File: src/rtl/pdc_pkg.sv
package pdc_pkg;

    typedef enum logic [1:0] {
        ST_STABLE   = 2'b00,
        ST_UNSTABLE = 2'b01,
        ST_TUNING   = 2'b10
    } pstate_e;

    typedef enum logic [1:0] {
        DEG_U1 = 2'b00,
        DEG_U2 = 2'b01,
        DEG_U4 = 2'b10
    } degree_e;

    localparam int NDEG = 3;

    typedef struct packed {
        pstate_e st;
        degree_e deg;
    } ctl_t;

endpackage

File: src/rtl/pdc_score_bank.sv
module pdc_score_bank #(
    parameter int MW   = 16,
    parameter int NDEG = 3
) (
    input  logic                      clk,
    input  logic                      rst_n,
    input  logic                      wr_en,
    input  logic [1:0]                wr_deg,
    input  logic [MW-1:0]             wr_val,
    output logic [NDEG-1:0][MW-1:0]   view_o
);

    logic [NDEG-1:0][MW-1:0] slot_d;
    logic [NDEG-1:0][MW-1:0] slot_q;

    for (genvar g = 0; g < NDEG; g++) begin : g_slot
        always_comb begin
            slot_d[g] = slot_q[g];
            if (wr_en && wr_deg == 2'(g)) begin
                slot_d[g] = wr_val;
            end
        end
        // the viewer sees the figure being written this cycle
        assign view_o[g] = slot_d[g];
    end

    always_ff @(posedge clk) begin
        if (!rst_n) begin
            slot_q <= '0;
        end else begin
            slot_q <= slot_d;
        end
    end

endmodule

File: src/rtl/pdc_best_pick.sv
module pdc_best_pick
    import pdc_pkg::*;
#(
    parameter int MW = 16
) (
    input  logic [NDEG-1:0][MW-1:0] score_i,
    output degree_e                 best_o
);

    logic u1_wins;
    logic u2_beats_u4;

    always_comb begin
        u1_wins     = (score_i[0] <= score_i[1]) && (score_i[0] <= score_i[2]);
        u2_beats_u4 = (score_i[1] <= score_i[2]);
        if (u1_wins) begin
            best_o = DEG_U1;
        end else if (u2_beats_u4) begin
            best_o = DEG_U2;
        end else begin
            best_o = DEG_U4;
        end
    end

endmodule

File: src/rtl/phase_depth_ctrl.sv
module phase_depth_ctrl
    import pdc_pkg::*;
#(
    parameter int MW = 16
) (
    input  logic          clk,
    input  logic          rst_n,
    input  logic          ivl_end_i,
    input  logic          phase_chg_i,
    input  logic [MW-1:0] metric_i,
    output logic [1:0]    degree_o,
    output logic [1:0]    state_o
);

    ctl_t ctl_d;
    ctl_t ctl_q;

    logic [NDEG-1:0][MW-1:0] score_view;
    degree_e                 best_deg;

    pdc_score_bank #(.MW(MW), .NDEG(NDEG)) u_bank (
        .clk    (clk),
        .rst_n  (rst_n),
        .wr_en  (ivl_end_i),
        .wr_deg (ctl_q.deg),
        .wr_val (metric_i),
        .view_o (score_view)
    );

    pdc_best_pick #(.MW(MW)) u_pick (
        .score_i (score_view),
        .best_o  (best_deg)
    );

    always_comb begin
        ctl_d = ctl_q;
        if (ivl_end_i) begin
            if (phase_chg_i) begin
                ctl_d.st  = ST_UNSTABLE;
                ctl_d.deg = DEG_U1;
            end else begin
                unique case (ctl_q.st)
                    ST_STABLE: begin
                        ctl_d = ctl_q;
                    end
                    ST_UNSTABLE: begin
                        ctl_d.st  = ST_TUNING;
                        ctl_d.deg = DEG_U1;
                    end
                    ST_TUNING: begin
                        unique case (ctl_q.deg)
                            DEG_U1:  ctl_d.deg = DEG_U2;
                            DEG_U2:  ctl_d.deg = DEG_U4;
                            default: begin
                                ctl_d.st  = ST_STABLE;
                                ctl_d.deg = best_deg;
                            end
                        endcase
                    end
                    default: begin
                        ctl_d.st  = ST_STABLE;
                        ctl_d.deg = DEG_U1;
                    end
                endcase
            end
        end
    end

    always_ff @(posedge clk) begin
        if (!rst_n) begin
            ctl_q <= '{st: ST_STABLE, deg: DEG_U1};
        end else begin
            ctl_q <= ctl_d;
        end
    end

    assign degree_o = ctl_q.deg;
    assign state_o  = ctl_q.st;

endmodule

File: config.mk
export PLATFORM = sky130hd
export DESIGN_NAME = phase_depth_ctrl
export DESIGN_NICKNAME = d
export VERILOG_FILES = /design/src/rtl/pdc_pkg.sv /design/src/rtl/pdc_score_bank.sv /design/src/rtl/pdc_best_pick.sv /design/src/rtl/phase_depth_ctrl.sv
export SDC_FILE = /design/constraint.sdc
export NUM_CORES = 1
export LEC_CHECK = 0
export BUFFER_PORTS_ARGS = -buffer_cell sky130_fd_sc_hd__buf_2
export CAP_MARGIN = 10
export CORE_MARGIN = 1
export CORE_UTILIZATION = 50
export DETAILED_ROUTE_END_ITERATION = 7
export GPL_TIMING_DRIVEN = 0
export PLACE_DENSITY = 0.75
export SLEW_MARGIN = 10
export SYNTH_ARGS = -nofsm -noshare
export SYNTH_HDL_FRONTEND = slang
export SYNTH_SLANG_ARGS = --single-unit
File: constraint.sdc
create_clock -name clk -period 3.5 [get_ports clk]
set_clock_uncertainty 0.1 [all_clocks]
set_input_delay 0.7 -clock clk [delete_from_list [all_inputs] [get_ports clk]]
set_output_delay 0.7 -clock clk [all_outputs]
set_load 0.01 [all_outputs]
==> impl_metrics.ini <==
[synthesis]
yosysWarnings = 0
synthTopCellsByCount = 52 x dfxtp_1, 45 x ha_1, 36 x mux2i_1, 36 x nor2b_1, 22 x nand2_1
async_reset_ff_share_pct = 0
syn-instance-count = 377
avgSynthCellArea_sq_um = 9.24
yosysTopAreaCell = dfxtp_1
ys_types = 46
ys_seq_area_share_pct = 29.9
ys_ff_latch = 52
synth_top_area_share_pct = 29.9
synth_edf_count = 0
synth.most_common_cell = dfxtp_1
synth_nets = 442
synthFlopType = dfxtp_1
syn_area_sq_um = 3480
synthTopCellsByArea = dfxtp_1 30%, ha_1 16%, mux2i_1 10%, nor2b_1 6.5%, mux2_2 5.2%

[cts]
tritoncts = done
clkTransAtPathRegs_ps = 100
hold_buffers = 0
cts_sinks = 52
h-tree-depth = 2
clockBufferDepth = 2
clk_latency_ps = 310
cts_inserted_buffers = 5
cts_root_buf = clkbuf_8

[placed_design]
port_buffers = 21
dpl.hpwl_um = 5750
dp_slack_ps = -704
dpl-instance-area_sq_um = 3690
gp_congestion = 0.869
place_inst = 478

[critical_path]
ff2ff_path_depth = 11
critical_path_arrival_ps = 3570
rrSetupSlack_ps = 130
worst-setup-path-type = primary input to flip-flop
worstReg2RegEnd = degree_o[0]
required_ps = 3610
r2r_start = degree_o[1]
endpoint_kind = flip-flop
critPathMaxFanout = 10
crit_path_start_kind = primary input

[power]
p_leak_uw = 0.00185
powerDensity_nw_per_um2 = 308
max-vdd-ir-drop_mv = 0.201

[final_layout]
antenna_cells = 0
nNetsFinal = 470
fin_cells = 485
post-route-util_pct = 56.8
final_area_sq_um = 3840
drive_gt1_share_pct = 16.0
area_growth_pct = 10.2

[routing]
vias_per_cell = 5.73
drc = 0
post_drt_wl_per_cell_um = 16.2
routed_wirelength_um = 7840
ant_nets = 0
drtIter0Drc = 193
drt_first_pass_iters = 4
vias = 2781

[timing]
finalHoldViolCount = 0
period_needed_ps = 3460
finalCritPeriodShare_pct = 98.7
fin_ws_ps = 43.8
worstMarginPinSlew_ps = 528
setup_viol = 0
hold_ws_ps = 416
slew_violations = 0
max-slew-margin-rel_pct = 64.7
fmax_mhz = 289

[die]
die_y_um = 85.5
die_w_um = 85.5
io-pin-count = 24
rows = 30
core_sq_um = 6760
die_area_sq_um = 7300
start_util_pct = 51.6

[min_path]
min_path_type = flip-flop to flip-flop
min_from = state_o[1]
hold_path_end = state_o[1]
holdPathStages = 2

[grt]
grt_start_max_net_pins = 15
grt_first_pass_wirelength_um = 13200
antenna_found_initial = 0
grt_overflow = 0
grt_pass1_vias = 2749
grtUsageTotal_pct = 22.9

[run]
maxCapViolCount = 0

[outcome]
outcome = completed
cells in the final DEF (no fill, tap or decap), types with 6 or more instances in the layout:
master	Yosys	routed
inv_1	19	19
clkbuf_8	0	7
mux2i_1	36	31
nor2_1	8	8
a21o_1	6	6
nand3_1	6	6
clkbuf_1	8	7
nor2b_1	36	36
a21oi_1	20	20
mux2_2	16	16
nand2b_1	6	6
nand2_1	22	22
and2_1	18	18
o21ai_0	13	13
nand4_1	7	7
xnor2_1	6	6
buf_2	6	25
dfxtp_1	52	52
ha_1	45	45
sequential cells by signal, summed over array words and instances (netlist names):
| name | cells |
|---|---|
| u_bank.slot_q | 48 |
| degree_o | 2 |
| state_o | 2 |
area by class of cell:
type	count	area, sq um
repair buffers	22	113
clock buffers	7	96.3
multi-input cells	291	2340
well taps	80	100
inverters	19	71.3
fillers	607	2920
flip-flops and latches	52	1040
plain buffers	14	73.8
metal layers:
metal / share of wire, % / track usage (%)
met5: 0 / 0
met1: 45 / 29.6
met2: 48 / 39.9
met4: 1.7 / 5.61
met3: 5.0 / 3.50
stage by stage:
step                      setup TNS [ps]  total power, uW
after floorplan                        0              754
after CTS                              0             1180
after global placement             -1460              807
final                                  0             1180
after detailed placement           -1400              811
after global routing               -2.04             1240
power breakdown:
part,internal (uW),switching [uW]
clock,177,197
sequential,603,6.33
combinational,89.6,109
total,869,313
how the worst max path moves through the flow:
stage,start,end,slack [ps],depth (start not counted)
after floorplan,ivl_end_i,degree_o[1],60,10
after global placement,ivl_end_i,degree_o[0],-750,12
after global routing,ivl_end_i,degree_o[1],-2,14
after detailed placement,ivl_end_i,degree_o[0],-700,12
after CTS,ivl_end_i,degree_o[1],30,14
final,ivl_end_i,degree_o[1],40,14
repair_timing:
item	in CTS	in global routing
resized for setup	4	8
setup buffers	1	0
setup endpoints to repair	2	2
critical path: stages:
cell and delay [ps]:
buf_2 110, buf_2 170, nand3b_1 100, buf_2 270
buf_6 260, mux2i_2 310, ha_1 300, a21oi_1 170
o21ai_0 170, a211oi_2 310, nand2_1 100, o21ai_0 270
nand2_1 90, a31o_1 220
logic make-up (layout without fill, tap and decap cells):
logic type	count (synthesis)	after routing	share of synthesized area, %
AND/OR/NAND/NOR	119	119	19.5
AO/OA/AOI/OAI	63	63	11.6
multiplexers	53	53	15.9
flip-flops	52	52	29.9
adder cells (fa/ha/maj)	46	46	16.5
buffers and inverters	34	62	4.09
XOR/XNOR	10	10	2.51
Power figures use the tool's default switching activity.
